**src/rtl/sram_bus_ctrl.sv**
```systemverilog
`timescale 1ns/1ps
module sram_bus_ctrl #(
  parameter int AW       = 17,
  parameter int WE_CYC   = 4,
  parameter int HOLD_CYC = 1,
  parameter int RD_CYC   = 5,
  parameter int TURN_CYC = 2
) (
  input  logic          clk,
  input  logic          rst,
  input  logic          req_valid,
  output logic          req_ready,
  input  logic          req_we,
  input  logic [AW-1:0] req_addr,
  input  logic [15:0]   req_wdata,
  input  logic [1:0]    req_be,
  output logic          rsp_valid,
  output logic [15:0]   rsp_rdata,
  output logic [AW-1:0] mem_addr,
  output logic          mem_cs1_n,
  output logic          mem_cs2,
  output logic          mem_we_n,
  output logic          mem_oe_n,
  output logic          mem_ub_n,
  output logic          mem_lb_n,
  output logic [15:0]   mem_dq_out,
  output logic          mem_dq_oe,
  input  logic [15:0]   mem_dq_in
);
  localparam int M1   = (WE_CYC > HOLD_CYC) ? WE_CYC : HOLD_CYC;
  localparam int M2   = (RD_CYC > TURN_CYC) ? RD_CYC : TURN_CYC;
  localparam int MAXC = (M1 > M2) ? M1 : M2;
  localparam int CW   = (MAXC > 1) ? $clog2(MAXC) : 1;

  typedef enum logic [2:0] {S_IDLE, S_WR, S_WHOLD, S_RD, S_TURN} st_t;

  st_t           st;
  logic [CW-1:0] cnt;
  logic [1:0]    be_q;
  logic          last;

  assign last      = (cnt == '0);
  assign req_ready = (st == S_IDLE);

  always_ff @(posedge clk) begin
    if (rst) begin
      st         <= S_IDLE;
      cnt        <= '0;
      be_q       <= '0;
      mem_addr   <= '0;
      mem_cs1_n  <= 1'b1;
      mem_cs2    <= 1'b0;
      mem_we_n   <= 1'b1;
      mem_oe_n   <= 1'b1;
      mem_ub_n   <= 1'b1;
      mem_lb_n   <= 1'b1;
      mem_dq_out <= '0;
      mem_dq_oe  <= 1'b0;
      rsp_valid  <= 1'b0;
      rsp_rdata  <= '0;
    end else begin
      rsp_valid <= 1'b0;
      case (st)
        S_IDLE: if (req_valid) begin
          mem_addr  <= req_addr;
          be_q      <= req_be;
          mem_lb_n  <= ~req_be[0];
          mem_ub_n  <= ~req_be[1];
          mem_cs1_n <= 1'b0;
          mem_cs2   <= 1'b1;
          if (req_we) begin
            st         <= S_WR;
            cnt        <= CW'(WE_CYC - 1);
            mem_we_n   <= 1'b0;
            mem_dq_out <= req_wdata;
            mem_dq_oe  <= 1'b1;
          end else begin
            st       <= S_RD;
            cnt      <= CW'(RD_CYC - 1);
            mem_oe_n <= 1'b0;
          end
        end
        S_WR: if (last) begin
          st       <= S_WHOLD;
          cnt      <= CW'(HOLD_CYC - 1);
          mem_we_n <= 1'b1;
        end else cnt <= cnt - 1'b1;
        S_WHOLD: if (last) begin
          st        <= S_IDLE;
          mem_cs1_n <= 1'b1;
          mem_cs2   <= 1'b0;
          mem_lb_n  <= 1'b1;
          mem_ub_n  <= 1'b1;
          mem_dq_oe <= 1'b0;
        end else cnt <= cnt - 1'b1;
        S_RD: if (last) begin
          st        <= S_TURN;
          cnt       <= CW'(TURN_CYC - 1);
          mem_oe_n  <= 1'b1;
          mem_cs1_n <= 1'b1;
          mem_cs2   <= 1'b0;
          mem_lb_n  <= 1'b1;
          mem_ub_n  <= 1'b1;
          rsp_valid <= 1'b1;
          rsp_rdata <= {be_q[1] ? mem_dq_in[15:8] : 8'h00,
                        be_q[0] ? mem_dq_in[7:0]  : 8'h00};
        end else cnt <= cnt - 1'b1;
        S_TURN: if (last) st <= S_IDLE;
                else cnt <= cnt - 1'b1;
        default: st <= S_IDLE;
      endcase
    end
  end
endmodule

```
**config.mk**
```make
export PLATFORM = sky130hd
export DESIGN_NAME = sram_bus_ctrl
export DESIGN_NICKNAME = d
export VERILOG_FILES = /design/src/rtl/sram_bus_ctrl.sv
export SDC_FILE = /design/constraint.sdc
export NUM_CORES = 1
export LEC_CHECK = 0
export BUFFER_PORTS_ARGS = -buffer_cell sky130_fd_sc_hd__buf_2
export CAP_MARGIN = 20
export CORE_MARGIN = 2
export CORE_UTILIZATION = 46
export CTS_CLUSTER_SIZE = 28
export DETAILED_ROUTE_END_ITERATION = 8
export GPL_ROUTABILITY_DRIVEN = 0
export HOLD_SLACK_MARGIN = 0.06
export PLACE_DENSITY = 0.78
export SLEW_MARGIN = 20
export SYNTH_ARGS = -nofsm -noshare
export SYNTH_HDL_FRONTEND = slang
export SYNTH_SLANG_ARGS = --single-unit
```
**constraint.sdc**
```tcl
create_clock -name clk -period 1.8 [get_ports clk]
set_input_delay 0.18 -clock clk [delete_from_list [all_inputs] [get_ports clk]]
set_output_delay 0.18 -clock clk [all_outputs]
set_load 0.01 [all_outputs]
```
* Word level (Yosys, flattened, before mapping) *
Index checks and enable logic that the tools add are counted.

storage, ports and cells
  output and inout bits = 58
  word-level logic and storage cells = 84
  bits of input ports = 55
  register bits after elaboration = 65

cells by class
  mux-type cells = 34
  $add $sub $neg = 1
  bitwise gates (word level) = 3
  reduce and logical (&&, ||, !) cells = 19
  equality and inequality tests = 13

operator list
  cell                                                  number
  2-to-1 mux 3 bit                                      9
  one-hot mux 3 bit (4 select lines)                    2
  2-to-1 mux 8 bit                                      2
  AND reduction 4 bit                                   4
  one-hot mux 1 bit (2 select lines)                    7
  2-to-1 mux 1 bit                                      13
  != test 2 bit (second input constant)                 6
  AND reduction 3 bit                                   3
  nonzero test 2 bit                                    4
  equality test 3 x 2 -> 1 bit (second input constant)  2
  zero test 3 bit                                       2
  != test 2 x 1 -> 1 bit (second input constant)        3
  OR reduction 2 bit                                    3
  AND reduction 2 bit                                   2
  nonzero test 4 bit                                    1
  equality test 3 x 1 -> 1 bit (second input constant)  1
  equality test 3 bit (second input constant)           1
  NOT 1 bit                                             3
  subtractor 3 x 1 -> 3 bit (second input constant)     1
  2-to-1 mux 2 bit                                      1

* Longest topological paths before layout *
Gate-level depths: netlist (run 1).

  word-level depth = 4
  gate-level depth with buffers = 8
  depth with buffers taken out = 6

* Least setup slack after synthesis (run 1) *
OpenSTA, ideal clock, no wires.

  path type = register to register
  start = register cnt[0]
  end = register cnt[0]
  period minus slack after synthesis = 1.553 ns
  data required time = 1.676 ns
  arrival = 1.429 ns
  buffers on the path = 1
  setup slack = 0.247 ns
  cell stages (with the launch flop) = 8
  cells stage by stage = dfxtp_1 inv_1 ha_1 and4bb_1 nand2_1 clkbuf_1 o311a_1 a21oi_1

between the ends
  longest elaborated chain between the ends = 3

RTL lines
  element                                                                           RTL line  text
  from (decl)                                                                       38        logic [CW-1:0] cnt;
  from (signal assigned)                                                            73        cnt <= CW'(WE_CYC - 1);
  from (signal assigned)                                                            79        cnt <= CW'(RD_CYC - 1);
  from (signal assigned)                                                            85        cnt <= CW'(HOLD_CYC - 1);
  subtractor 3 x 1 -> 3 bit / zero test 3 bit (equally long branches)               n/a
  2-to-1 mux 3 bit (tied with other cells)                                          88, 108
  one-hot mux 3 bit (4 select lines) / AND reduction 3 bit (equally long branches)  n/a

Parallel ways exist; a longest one is shown, timed or not. The select of a mux whose other input is x is not followed.
A chain may end at the register's enable or synchronous reset.

* Worst setup path after layout (run 1) *
  start = register cnt[0]
  end = register cnt[1]

Same word-level chain as after synthesis.

==> reports/results.ini, run 1 <==
[power_and_ir_drop]
seqPwrFrac_pct=44.5
p_sw_share_pct=29.0
p_leak_nw=1.52
vdd_ir_drop_max_v=0.000627
power_density_nw_per_um2=1120
clkPwrFrac_pct=33.5
comb_power_share_pct=22.0
net-switching-power_mw=1.10
power.internal_mw=2.68

[drt]
ant_nets=0
first_pass_iters=4
drt_wl_total_um=6250
vias=2461
drtIter0Drc=103
via_per_inst=5.00
drc_errors=0
avgRoutedWirePerCell_um=12.7

[placed_design]
port_buffers=112
dp_hpwl_um=4460
dpl_cell_area_um2=3150

[grt]
grt.total_usage_pct=21.0
grt_first_pass_wirelength_um=10200
gr-total-overflow=0
grt_pass1_vias=2317
antenna_found_initial=0
grt_max_degree=30

[die]
row_count=26
core_um2=5200
initial_core_util_pct=48.3
dieArea_um2=6080
fp.dieH_um=78.0
dieWidth_um=78.0
num_io_pins=113

[yosys]
yosysUniqueCellTypes=38
synthArstFlopShare_pct=0
ys_ff_latch=65
synth.top_cell.area_share_pct=51.7
syn_area_um2=2520
ys_seq_area_share_pct=51.7
ys.warnings.count=0
yosysTopAreaCell=dfxtp_1
syn_inst=308
syn_area_per_cell_um2=8.17
synth_edf_count=0
synthTopCellsByArea=dfxtp_1 52%, nand2_1 14%, a21oi_1 12%
synth_nets=365
synth_ff_type=dfxtp_1

[clock_tree]
path_clk_slew_ns=0.07
cts_setup_buffers=0
htree_num_levels=3
clock-sinks=65
clock_latency_ns=0.32
clockRootBuffer=clkbuf_8
cts_inserted_buffers=9
hold_buffers=0
cts_tree=built
cts.path.max_buffers=2

[critical_path]
crit_path_end_kind=register
worstSetupPathType=register to register
worstPathMaxFanout=5
reg2reg_depth=6
cp_data_arrival_time_ns=1.93
cp.required_ns=2.01
start_kind=register

[final_layout]
layout_commonest_cell=buf_2
seq_area_um2=1300
fillCellCount=482
final_cell_mix=112 x buf_2, 92 x nand2_1, 64 x dfxtp_1
area_delta_synth_final_pct=33.8
drive_gt1_share_pct=34.4
final_nets=474
design_area_um2=3370
multi_input_area_um2=1090
antenna_cells=0

[sta]
maxClockFrequency_mhz=583
finClkSkew_ns=0.00610
relSlewSlack_pct=62.3
worst_pin_slew_ns=0.552
rsz0062_at_grt=no
hold_viol=0
setup_viol=0
tns_ns=0
min_period_ns=1.72
fin_crit_sh_pct=95.3
slew_violations=0

[job]
drv_cap=0

[worst_hold_path]
worstHoldPathCells=3
hp-class=input port to register

[run_status]
outcome=finished, final reports clean

[worst paths after layout]
kind,from,slack (ns),end
worst min-delay path,req_addr[4],0.09,mem_addr[4]
worst min register to register,rsp_rdata[15],0.45,rsp_rdata[15]
worst max-delay path,cnt[0],0.08,cnt[1]
worst max register to register,cnt[0],0.08,cnt[1]
[synthesized netlist by cell type (2+ instances only)]
cell type,n
nand2_1,92
dfxtp_1,65
a21oi_1,58
nand3_1,20
clkbuf_1,14
nor2_1,7
buf_2,4
buf_4,4
inv_1,4
a211oi_1,3
o21ai_0,3
and2_1,2
buf_6,2
ha_1,2
nand2b_1,2
nand3b_1,2
o311a_1,2
or3_1,2
[logic make-up (layout without fill, tap and decap cells)]
family | after synthesis | in the layout | share of synthesized area, %
buf+inv | 29 | 143 | 5.72
compound gates | 75 | 75 | 16.7
flops | 65 | 65 | 51.7
simple gates | 137 | 137 | 24.9
fa+ha+maj | 2 | 2 | 0.994
[routing by layer]
| metal | vias to the layer above | global-route usage, % | routed length [µm] |
|---|---|---|---|
| met5 | - | 0 | 0 |
| met4 | 0 | 8.95 | 49 |
| li1 | 1255 | - | - |
| met3 | 4 | 5.58 | 534 |
| met2 | 101 | 35.4 | 2960 |
| met1 | 1101 | 25.1 | 2710 |
[power groups by stage]
stage                     Sequential (mW)  Combinational [mW]  Clock (mW)
final                                1.68               0.831        1.27
after global routing                 1.70               0.917        1.38
after CTS                            1.68               0.826        1.31
after detailed placement             1.71               0.822           0
after global placement               1.70               0.810           0
after floorplan                      1.71               0.515           0
[sequential cells by signal, indices dropped and copies added, names as in the netlist, 2 cells and up]
| signal | count |
|---|---|
| mem_addr | 17 |
| mem_dq_out | 16 |
| rsp_rdata | 16 |
| cnt | 3 |
| st | 3 |
| be_q | 2 |
[through the flow]
stage | worst slack (ns) | hold WS (ns) | std cells | power, mW | util (%)
2_1_floorplan | 0.247 | 0.287 | 308 | 2.23 | -
3_3_place_gp | 0.108 | 0.420 | 476 | 2.51 | 60.5
3_5_place_dp | 0.0208 | 0.430 | 476 | 2.53 | 60.5
4_1_cts | 0.0704 | 0.0710 | 492 | 3.81 | 64.5
5_1_grt | 0.00162 | 0.0780 | 492 | 3.99 | 64.7
6_report | 0.0841 | 0.0914 | 492 | 3.78 | 64.7
[what timing repair did]
item / CTS / global route
endpoints found under the hold margin: 0 / 0
gates resized for setup: 1 / 2
pin swaps: 0 / 1
setup endpoints to repair: 2 / 8
[cell type report]
type	instances	share of cell area, %
well taps	70	2.60
clock inverters	2	1.04
multi-input cells	214	32.3
inverters	5	0.558
repair buffers	122	19.6
clock buffers	14	5.13
flip-flops and latches	65	38.7
[critical path: stages, from the launching register on]
cell and delay, ns:
dfxtp_1 0.32, inv_1 0.10, ha_1 0.23, nor2b_1 0.36
nor3_2 0.11, or3_1 0.35, o311a_1 0.13
No activity file was read; power rests on OpenSTA's default activity.
==> inputs of run 2 (changes only) <==
ABC_AREA = 1   (was default)
CORE_UTILIZATION = 47   (was 46)
PLACE_DENSITY = 0.79   (was 0.78)
==> run 2 against run 1 <==
Combinational power rose by 76%. Critical path depth rose by 2. Worst hold slack got worse by 0.018 ns.
==> reports/results.ini, run 2 <==
[critical_path]
r2r-start=cnt[0]
worstSetupPathType=register to register
crit_path_end_kind=register
path_cells=inv_1 -> ha_1 -> nand2_2 -> inv_1 -> nand2_4 -> inv_2 -> nand2_4 -> o21ai_0
reg2reg_depth=8
rrSetupSlack_ns=0.22
cpPeakStageDelay_ns=0.30
path_delay_family=buffers and inverters
cp_data_arrival_time_ns=1.83
cp.depth=8
cp.required_ns=2.05
start_kind=register
slowest_stage=dfxtp_1
timing.rr.end=rsp_rdata[0]
worstPathMaxFanout=18
crit_buf_inv=3

[final_layout]
area_delta_synth_final_pct=30.4
instances_no_fill=521
final_cell_mix=112 x buf_2, 65 x dfxtp_1, 62 x nand2_1
final_nets=503
regMostFlops=mem_addr
largest_reg_flops=17
layout_commonest_cell=buf_2
top_regs=mem_addr x17, mem_dq_out x16, rsp_rdata x16
drive_gt1_share_pct=35.0
antenna_cells=0

[sta]
slew_violations=0
worst_pin_slew_ns=0.384
relSlewSlack_pct=74.4
finClkSkew_ns=0.00819
rsz0062_at_grt=no
min_period_ns=1.58
maxClockFrequency_mhz=633
setup_viol=0
tns_ns=0
hold_viol=0
fin_crit_sh_pct=87.8
holdWs_ns=0.0737

[yosys]
syn_inst=334
synth.top_cell.area_share_pct=49.2
ys_seq_area_share_pct=49.2
synth_ff_type=dfxtp_1
yosysUniqueCellTypes=25
synth_edf_count=0
ys_ff_latch=65
yosysMostFrequentCell=dfxtp_1
ys.warnings.count=0
syn_area_per_cell_um2=7.92
syn_area_um2=2650
synthArstFlopShare_pct=0
yosysTopAreaCell=dfxtp_1
synth_nets=391
synthTopCellsByArea=dfxtp_1 49%, nand2_1 8.8%, nand3_1 7.4%
yosys-top-cells-count=65 x dfxtp_1, 62 x nand2_1, 46 x nor2_1, 39 x nand3_1, 26 x o21ai_0

[grt]
grt_max_degree=26
grt_first_pass_wirelength_um=10700
grtUsageMet2_pct=35.1
grt.busiest_layer=met2
met1_usage_pct=27.0
grt_use_met3_pct=4.77
grt_pass1_vias=2423
gr-total-overflow=0
antenna_found_initial=0
grt.total_usage_pct=21.7

[drt]
drtIter0Drc=116
drc_errors=0
via_per_inst=5.06
first_pass_iters=6
vias=2638
avgRoutedWirePerCell_um=13.1
ant_nets=0
drt_wl_total_um=6800

[power_and_ir_drop]
p_leak_nw=1.70
power_density_nw_per_um2=1320
vdd_ir_drop_max_v=0.000738
total_power_mw=4.55

[clock_tree]
ctsResizeCount=0
path_clk_slew_ns=0.07
cts_tree=built
cts.path.max_buffers=2
clockRootBuffer=clkbuf_8
clock_latency_ns=0.33
clock-sinks=65
htree_num_levels=3
cts_inserted_buffers=9

[job]
drv_cap=0

[worst_hold_path]
hold_start=req_addr[10]
worstHoldPathCells=3
hold_end=mem_addr[10]
hp-class=input port to register

[die]
num_io_pins=113
core_um2=5470
dieWidth_um=79.0
dieArea_um2=6250
fp.dieH_um=79.0
row_count=27
initial_core_util_pct=48.4

[run_status]
outcome=finished, final reports clean

[placed_design]
dp_hpwl_um=4720
place_inst=503
port_buffers=112

## run 2: changes by cell type after synthesis, sizes merged, moves of 3 or more
cell    change
nand3      +20
nand4       +3
nor2       +43
clkbuf      -5
nor4b       -3
inv        +14
nand2      -23
a21oi      -34
o21ai      +31
## run 2: power breakdown
part	total (mW)	leakage [nW]	internal [mW]	switching (mW)
sequential	1.84	0.532	1.68	0.155
combinational	1.46	1.07	0.521	0.935
clock	1.26	0.101	0.738	0.520
total	4.55	1.70	2.94	1.61
## run 2: layout make-up
cell class              count  area (µm²)
flip-flops and latches     65        1300
inverters                  18        67.6
well taps                  72        90.1
clock inverters             2        37.5
multi-input cells         231        1150
repair buffers            121         638
clock buffers              12         165
fillers                   501        2020
## run 2: worst max-delay path by stage
stage               startpoint       endpoint
finish                  cnt[0]   rsp_rdata[0]
global route            cnt[0]  rsp_rdata[12]
CTS                     cnt[0]  rsp_rdata[12]
detailed placement      cnt[0]  rsp_rdata[12]
global placement         st[2]       mem_we_n
floorplan               cnt[0]         cnt[2]
## run 2: cell families (layout without fill, tap and decap cells)
logic type | after synthesis | in the layout | synth area share [%]
AO/OA/AOI/OAI | 66 | 66 | 14.5
adder cells (fa/ha/maj) | 2 | 2 | 0.945
flip-flops | 65 | 65 | 49.2
AND/OR/NAND/NOR | 162 | 162 | 27.7
buffers and inverters | 38 | 153 | 7.33
XOR/XNOR | 1 | 1 | 0.331
## run 2: through the flow
| step | setup slack (ns) | area [µm²] | utilization, % |
|---|---|---|---|
| after floorplan | 0.487 | 2650 | - |
| after global placement | 0.303 | 3210 | 58.6 |
| after detailed placement | 0.228 | 3210 | 58.6 |
| after CTS | 0.210 | 3450 | 63.1 |
| after global routing | 0.0549 | 3450 | 63.1 |
| final | 0.220 | 3450 | 63.1 |
## run 2: tightest hold or removal path, stage by stage
cell	delay [ns]
buf_2	0.08
nor2_1	0.03
nor2_1	0.08
## run 2: timing repair
item	in CTS	in global routing
hold buffers	4	0
buffers inserted	0	0
setup endpoints to repair	0	0
hold endpoints to repair	4	0
## run 2: metal layers
layer / vias up / share of wire, %
li1: 1317 / -
met1: 1185 / 43
met2: 120 / 48
met3: 16 / 7.3
met4: 0 / 2.2
met5: - / 0
